--- src/rtl/sar_pkg.sv ---
package sar_pkg;

    typedef enum logic [2:0] {
        ST_IDLE  = 3'd0,
        ST_HOLD  = 3'd1,
        ST_CLEAR = 3'd2,
        ST_TRIAL = 3'd3,
        ST_ACQ   = 3'd4
    } conv_state_t;

    typedef enum logic [1:0] {
        RD_WIDE = 2'd0,
        RD_HIGH = 2'd1,
        RD_LOW  = 2'd2
    } read_fmt_t;

endpackage

--- src/rtl/sar_bus_decode.sv ---
module sar_bus_decode
    import sar_pkg::*;
(
    input  logic      bus_ce,
    input  logic      bus_cs_n,
    input  logic      bus_rd_cnv,
    input  logic      fmt_wide,
    input  logic      addr_lo,
    output logic      conv_req,
    output logic      conv_short,
    output logic      rd_req,
    output read_fmt_t rd_fmt
);

    logic selected;

    always_comb begin
        selected   = bus_ce && !bus_cs_n;
        conv_req   = selected && !bus_rd_cnv;
        conv_short = addr_lo;
        rd_req     = selected && bus_rd_cnv;
        if (fmt_wide)
            rd_fmt = RD_WIDE;
        else if (addr_lo)
            rd_fmt = RD_LOW;
        else
            rd_fmt = RD_HIGH;
    end

endmodule

--- src/rtl/sar_bit_core.sv ---
module sar_bit_core #(
    parameter int WIDTH   = 12,
    parameter int SHORT_W = 8
) (
    input  logic             clk,
    input  logic             rst_n,
    input  logic             clr,
    input  logic             step,
    input  logic             short_mode,
    input  logic             cmp_above,
    output logic [WIDTH-1:0] trial_code,
    output logic             last_trial,
    output logic [WIDTH-1:0] result
);

    localparam int IDXW = $clog2(WIDTH);
    localparam logic [IDXW-1:0] TOP_IDX   = IDXW'(WIDTH - 1);
    localparam logic [IDXW-1:0] FULL_STOP = '0;
    localparam logic [IDXW-1:0] SHORT_STOP = IDXW'(WIDTH - SHORT_W);
    localparam logic [WIDTH-1:0] ONE = WIDTH'(1);

    logic [WIDTH-1:0] work_q;
    logic [IDXW-1:0]  ptr_q;
    logic [WIDTH-1:0] mask;
    logic [WIDTH-1:0] decided;
    logic [IDXW-1:0]  stop_idx;

    always_comb begin
        mask       = ONE << ptr_q;
        trial_code = work_q | mask;
        decided    = cmp_above ? work_q : (work_q | mask);
        stop_idx   = short_mode ? SHORT_STOP : FULL_STOP;
        last_trial = (ptr_q == stop_idx);
    end

    always_ff @(posedge clk or negedge rst_n) begin
        if (!rst_n) begin
            work_q <= '0;
            ptr_q  <= TOP_IDX;
        end else if (clr) begin
            work_q <= '0;
            ptr_q  <= TOP_IDX;
        end else if (step) begin
            work_q <= decided;
            if (!last_trial)
                ptr_q <= ptr_q - 1'b1;
        end
    end

    always_ff @(posedge clk or negedge rst_n) begin
        if (!rst_n)
            result <= '0;
        else if (step && last_trial)
            result <= decided;
    end

    assert_trial_single_bit_R4: assert property (@(posedge clk) disable iff (!rst_n)
        step |-> ($countones(trial_code ^ work_q) == 1));

    assert_short_low_zero_R5: assert property (@(posedge clk) disable iff (!rst_n)
        (step && last_trial && short_mode) |=> (result[WIDTH-SHORT_W-1:0] == '0));

    assert_result_only_at_end_R11: assert property (@(posedge clk) disable iff (!rst_n)
        !(step && last_trial) |=> $stable(result));

endmodule

--- src/rtl/sar_acq_timer.sv ---
module sar_acq_timer #(
    parameter int ACQ_CLKS = 3
) (
    input  logic clk,
    input  logic rst_n,
    input  logic run,
    output logic done
);

    localparam int CNTW = (ACQ_CLKS > 1) ? $clog2(ACQ_CLKS) : 1;
    localparam logic [CNTW-1:0] LAST = CNTW'(ACQ_CLKS - 1);

    logic [CNTW-1:0] cnt_q;

    assign done = run && (cnt_q == LAST);

    always_ff @(posedge clk or negedge rst_n) begin
        if (!rst_n)
            cnt_q <= '0;
        else if (!run || done)
            cnt_q <= '0;
        else
            cnt_q <= cnt_q + 1'b1;
    end

    assert_timer_bounded_R6: assert property (@(posedge clk) disable iff (!rst_n)
        cnt_q <= LAST);

endmodule

--- src/rtl/sar_conv_ctrl.sv ---
module sar_conv_ctrl
    import sar_pkg::*;
#(
    parameter int WIDTH    = 12,
    parameter int SHORT_W  = 8,
    parameter int ACQ_CLKS = 3
) (
    input  logic             clk,
    input  logic             rst_n,
    input  logic             bus_ce,
    input  logic             bus_cs_n,
    input  logic             bus_rd_cnv,
    input  logic             fmt_wide,
    input  logic             addr_lo,
    input  logic             cmp_above,
    output logic             hold,
    output logic [WIDTH-1:0] dac_code,
    output logic             busy,
    output logic [WIDTH-1:0] data_out,
    output logic             data_oe
);

    localparam int BYTE_W = SHORT_W;
    localparam int LOW_W  = WIDTH - SHORT_W;

    conv_state_t state_q, state_d;
    logic        short_q;
    logic        conv_req, conv_short, rd_req;
    read_fmt_t   rd_fmt;
    logic        clr, step;
    logic        last_trial, acq_done;
    logic [WIDTH-1:0] trial_code, result;

    sar_bus_decode u_dec (
        .bus_ce     (bus_ce),
        .bus_cs_n   (bus_cs_n),
        .bus_rd_cnv (bus_rd_cnv),
        .fmt_wide   (fmt_wide),
        .addr_lo    (addr_lo),
        .conv_req   (conv_req),
        .conv_short (conv_short),
        .rd_req     (rd_req),
        .rd_fmt     (rd_fmt)
    );

    sar_bit_core #(.WIDTH(WIDTH), .SHORT_W(SHORT_W)) u_core (
        .clk        (clk),
        .rst_n      (rst_n),
        .clr        (clr),
        .step       (step),
        .short_mode (short_q),
        .cmp_above  (cmp_above),
        .trial_code (trial_code),
        .last_trial (last_trial),
        .result     (result)
    );

    sar_acq_timer #(.ACQ_CLKS(ACQ_CLKS)) u_acq (
        .clk   (clk),
        .rst_n (rst_n),
        .run   (state_q == ST_ACQ),
        .done  (acq_done)
    );

    // State register and conversion length latch
    always_ff @(posedge clk or negedge rst_n) begin
        if (!rst_n) begin
            state_q <= ST_IDLE;
            short_q <= 1'b0;
        end else begin
            state_q <= state_d;
            if (state_q == ST_IDLE && conv_req)
                short_q <= conv_short;
        end
    end

    // Next state
    always_comb begin
        state_d = state_q;
        unique case (state_q)
            ST_IDLE:  if (conv_req) state_d = ST_HOLD;
            ST_HOLD:  state_d = ST_CLEAR;
            ST_CLEAR: state_d = ST_TRIAL;
            ST_TRIAL: if (last_trial) state_d = ST_ACQ;
            ST_ACQ:   if (acq_done) state_d = ST_IDLE;
            default:  state_d = ST_IDLE;
        endcase
    end

    // Outputs
    always_comb begin
        hold     = 1'b0;
        busy     = 1'b1;
        clr      = 1'b0;
        step     = 1'b0;
        dac_code = '0;
        unique case (state_q)
            ST_IDLE:  busy = 1'b0;
            ST_HOLD:  hold = 1'b1;
            ST_CLEAR: begin
                hold = 1'b1;
                clr  = 1'b1;
            end
            ST_TRIAL: begin
                hold     = 1'b1;
                step     = 1'b1;
                dac_code = trial_code;
            end
            ST_ACQ:   hold = 1'b0;
            default:  busy = 1'b0;
        endcase

        data_oe  = rd_req && !hold;
        data_out = '0;
        if (data_oe) begin
            unique case (rd_fmt)
                RD_WIDE: data_out = result;
                RD_HIGH: data_out = {{LOW_W{1'b0}}, result[WIDTH-1 -: BYTE_W]};
                RD_LOW:  data_out = {{(WIDTH-BYTE_W){1'b0}}, result[LOW_W-1:0], {(BYTE_W-LOW_W){1'b0}}};
                default: data_out = '0;
            endcase
        end
    end

    assert_start_needs_cmd_R2: assert property (@(posedge clk) disable iff (!rst_n)
        $rose(busy) |-> $past(conv_req));

    assert_hold_within_busy_R3: assert property (@(posedge clk) disable iff (!rst_n)
        hold |-> busy);

    assert_dac_idle_zero_R3: assert property (@(posedge clk) disable iff (!rst_n)
        !hold |-> (dac_code == '0));

    assert_no_oe_converting_R8: assert property (@(posedge clk) disable iff (!rst_n)
        hold |-> !data_oe);

    assert_no_restart_R7: assert property (@(posedge clk) disable iff (!rst_n)
        (hold && state_q != ST_HOLD) |-> $past(hold));

    assert_quiet_bus_R10: assert property (@(posedge clk) disable iff (!rst_n)
        !data_oe |-> (data_out == '0));

    assert_undecoded_idle_R1: assert property (@(posedge clk) disable iff (!rst_n)
        (!busy && !(bus_ce && !bus_cs_n)) |=> !busy);

endmodule

--- config.mk ---
export PLATFORM = sky130hd
export DESIGN_NAME = sar_conv_ctrl
export DESIGN_NICKNAME = d
export VERILOG_FILES = /design/src/rtl/sar_pkg.sv /design/src/rtl/sar_bus_decode.sv /design/src/rtl/sar_bit_core.sv /design/src/rtl/sar_acq_timer.sv /design/src/rtl/sar_conv_ctrl.sv
export SDC_FILE = /design/constraint.sdc
export NUM_CORES = 1
export LEC_CHECK = 0
export BUFFER_PORTS_ARGS = -buffer_cell sky130_fd_sc_hd__buf_4
export CAP_MARGIN = 20
export CORE_UTILIZATION = 50
export DETAILED_ROUTE_END_ITERATION = 16
export HOLD_SLACK_MARGIN = 0.08
export PLACE_DENSITY = 0.75
export SETUP_SLACK_MARGIN = 0.02
export SYNTH_ARGS = -nofsm -noshare
export SYNTH_HDL_FRONTEND = slang
export SYNTH_SLANG_ARGS = --single-unit
--- constraint.sdc ---
create_clock -name clk -period 1.65 [get_ports clk]
set_clock_uncertainty 0.05 [all_clocks]
set_input_delay 0.33 -clock clk [delete_from_list [all_inputs] [get_ports clk]]
set_output_delay 0.33 -clock clk [all_outputs]
set_load 0.02 [all_outputs]
==> impl.org <==
** Status
- Outcome :: complete, but fails checks
- The final reports fail on setup timing.

** Global route
- Summed over all layers, the global routing overflow is 0.
- Vias in the first global route :: 1896
- Initial antenna violation count :: 0
- Global-route total usage across every layer :: 29.6%
- Entering global routing, the biggest net connects 35 pins.
- Wire length of the first global-routing pass :: 9310 µm

** Logic synthesis
- By area, the combinational part of the netlist is dominated by compound AO/OA/AOI/OAI gates.
- The most common cell in the synthesized netlist is a21oi_1.
- Cell variety after synth :: 44
- The synthesized netlist devotes 17.3% of its cell area to simple gates.
- For this run, the leading register cell type out of synthesis is dfrtp_1.
- Share of the synthesized netlist area taken by xor and xnor gates :: 2.60%
- Area share of the largest cell type after synthesis :: 38.4%
- Multiplexer cells account for between 4 and 5% of the synthesized area.
- Area fraction in compound gates after synthesis :: 24.0%
- Mapped Nets :: 235
- Number of enable-type register cells in the synthesized netlist :: 0
- Counting flops and latches in the post-synthesis netlist gives 34.
- After synthesis, the share of flip-flops with an asynchronous set or reset is 100%.
- Sequential cells were found to cover between 40% and 50% of the synthesized design area.
- The largest total area in the synthesized netlist belongs to dfrtp_1.
- The average instance in the mapped netlist occupies between 9 and 10 µm².
- The synthesized netlist devotes roughly 3.7% of its cell area to adder and majority cells.
- Yosys printed 0 warnings.
- Commonest cells post-synth :: 35 x a21oi_1, 34 x nor2_1, 31 x dfrtp_1
- Synth area leaders :: dfrtp_1 38%, a21oi_1 8.7%, nor2_1 6.3%
- Combined area of all synthesized cells :: 2020 µm²
- In the synthesized netlist, the number of instances is 221.

** Power and ir drop
- Highest ir drop seen on vdd :: 1530 µV
- Clock share of power :: 10.8%
- Total internal power :: 3.57 mW
- In this run switching power makes up 46.9% of total power.
- In this run the static leakage power is 1.38 nW.
- Net switching power figure :: 3.16 mW
- Combinational cell fraction of total power :: about two thirds
- Sequential cells burn a little under a quarter of the power.
- Total power :: between 6 and 7 mW
- For this design the ratio of total power to cell area is 2090 nW/µm².

** Timing
- Measured against its own limit, the worst slew margin works out to 69.6%.
- The number of max-slew violations in the final report is 0.
- Clock period minus final worst setup slack :: 1.93 ns
- Based on the critical path, the design can be clocked at up to 519 MHz.
- At the pin with the least slew margin, the transition time is between 0.4 and 0.5 ns.
- RSZ-0062 raised after global routing :: true
- Setup violations remaining at the end of the flow were counted as between 40 and 50.
- The number of endpoints with negative hold slack in the final report came to 0.
- Once routing completed, OpenROAD measured the worst setup slack at -0.276 ns.
- The final critical path takes up 117% of the cycle.
- Final hold analysis gives a worst-case slack of 0.297 ns.

** Detailed routing
- The routed layout has around 2200 vias.
- In the final routed layout, each cell accounts on average for 20.4 µm.
- Post-route DRC violation count :: 0
- Antenna-violating nets left :: 0
- The first routing iteration left 169 violations.
- Vias per std cell :: 6.22
- After detailed routing, the total wire length is 7060 µm.
- The pre-antenna-repair detailed-routing pass consisted of 4 iterations.

** Clock network
- The number of clock buffers added by TritonCTS is 5.
- Clk_lat worst skew :: 0.29 ns
- Root Buffer :: clkbuf_8
- The tree built by TritonCTS fans out to 34 sinks.
- Htree depth :: 2
- TritonCTS clock tree :: built
- The clock passes through at most 2 buffers.
- Clock slew seen by the registers of the worst setup and hold paths :: 0.07 ns

** Critical path
- Along the worst path, the maximum fanout reaches 5.
- Nature of the critical path endpoint :: output pin
- Slowest cell on the critical path :: dfstp_2
- Worst EP required :: between 1 and 1.5 ns
- The signal on the critical path passes through inv_4 -> ha_4 -> a21oi_2 -> nor2_1 -> buf_4.
- Max incr delay on CP :: 0.65 ns
- Worst Path Arrival :: 1.55 ns
- Nature of the critical path startpoint :: register
- The critical path is of the reg -> out type.

** Run
- The tool flagged a number of max-cap violations equal to 0.

** Floorplan
- Number of primary I/O pins :: 35
- In this run the core area contains 22 standard-cell rows.
- For this configuration, the core starts out at a cell density of 53.6%.
- Y dimension of the die :: 65.6 µm
- Die outline area :: 4300 µm²
- DIE WIDTH :: 65.6 µm
- The total area inside the core boundary comes to between 3000 and 4000 µm².

** Placement
- The wire-length estimate of the detail-placed layout is 3480 µm.
- Counting tap cells, the placed design contains a total of a little over 300 instances.
- Final RePlAce weighted congestion :: ~0.8
- The count of buffers added on input and output ports is 34.
- Worst slack after detailed placement :: -0.0632 ns

** Layout
- Fillers :: 190
- In the final design database the tool counted 311 nets.
- Of the cells placed in the final design, the portion with a size suffix greater than 1 is 57.4%.
- The number of antenna diodes in the final layout is 0.
- The area growth from synthesis to layout is 59.7%.
- After the flow finishes, the layout carries non-filler instances totaling 346.

** Worst hold path
- The worst hold path belongs to the class in -> reg.
-- power groups by stage --
stage               registers [mW]  clock network, mW  logic [mW]
global route                  1.64              0.759        4.62
floorplan                     1.42                  0        2.05
global placement              1.51                  0        2.80
detailed placement            1.53                  0        2.83
finish                        1.61              0.724        4.39
CTS                           1.53              0.724        3.57
-- logic make-up after synthesis --
kind of cell | after synthesis
compound gates | 79
xor+xnor | 3
fa+ha+maj | 6
buf+inv | 22
flops | 34
mux | 9
simple gates | 68
-- cells in the final DEF (no fill, tap or decap), types with 5 or more instances in the layout --
master	synthesis	final
a21oi_1	35	22
o21ai_2	0	5
dfrtp_1	31	30
nor2_4	1	5
clkbuf_8	0	8
buf_6	1	24
a31oi_1	16	12
a21oi_2	0	13
nor2_2	0	11
nand2_1	9	9
buf_4	2	56
nor2_1	34	19
-- through the flow --
stage | TNS (ns) | cell area, µm² | util (%)
after global placement | -0.135 | 2430 | 64.4
final | -7.19 | 3220 | 85.5
after global routing | -8.56 | 3220 | 85.5
after CTS | -3.79 | 2930 | 77.7
after floorplan | 0 | 2060 | -
after detailed placement | -0.273 | 2430 | 64.4
-- cell type report --
class | count | area [µm²] | area share, %
multi-input cells | 168 | 1450 | 45.1
flip-flops and latches | 34 | 856 | 26.5
repair buffers | 82 | 716 | 22.2
clock buffers | 8 | 110 | 3.41
well taps | 48 | 60.1 | 1.86
inverters | 6 | 30.0 | 0.931
-- per-layer routing --
metal  wire [µm]  vias up  track usage, %
met3         530       32            5.73
met5           0        -               0
met4         263        0            11.1
met2        3610      124            52.6
met1        2650     1037            35.2
li1            -      960               -
-- state kept, by name, indices dropped and copies added, names as in the netlist --
register       count
short_q            1
u_acq.cnt_q        2
u_core.work_q     12
u_core.ptr_q       4
state_q            3
u_core.result     12
-- critical path: cells and delay by family, from the launching register on --
family	cells	cell delay, ns
AOI/OAI and AO/OA	1	0.13
adders and majority gates	1	0.19
DFF	1	0.65
buffers and inverters	2	0.23
and+or+nand+nor	1	0.05
-- final timing paths --
check                                             from                      endpoint  slack (ns)  depth (start not counted)
setup / recovery           u_core.ptr_q[1]$_DFFE_PN1P_                   dac_code[4]       -0.28                          5
hold / removal                                 addr_lo           short_q$_DFFE_PN0P_        0.30                          2
setup reg to reg           u_core.ptr_q[1]$_DFFE_PN1P_   u_core.ptr_q[1]$_DFFE_PN1P_       -0.26                          8
hold reg to reg               u_acq.cnt_q[0]$_DFF_PN0_      u_acq.cnt_q[0]$_DFF_PN0_        0.39                          1
max in group asynchronous                        rst_n   u_core.ptr_q[3]$_DFFE_PN1P_        0.75                          2
min in group asynchronous                        rst_n  u_core.work_q[8]$_DFFE_PN0P_        0.47                          2
-- repair_timing --
item | CTS | global route
resized for setup | 54 | 45
buffers inserted | 20 | 10
setup endpoints to repair | 40 | 46
hold endpoints to repair | 31 | 0
pin swaps | 23 | 24
hold buffers | 1 | 0
gates cloned | 2 | 1
No activity file was read; power rests on OpenSTA's default activity.
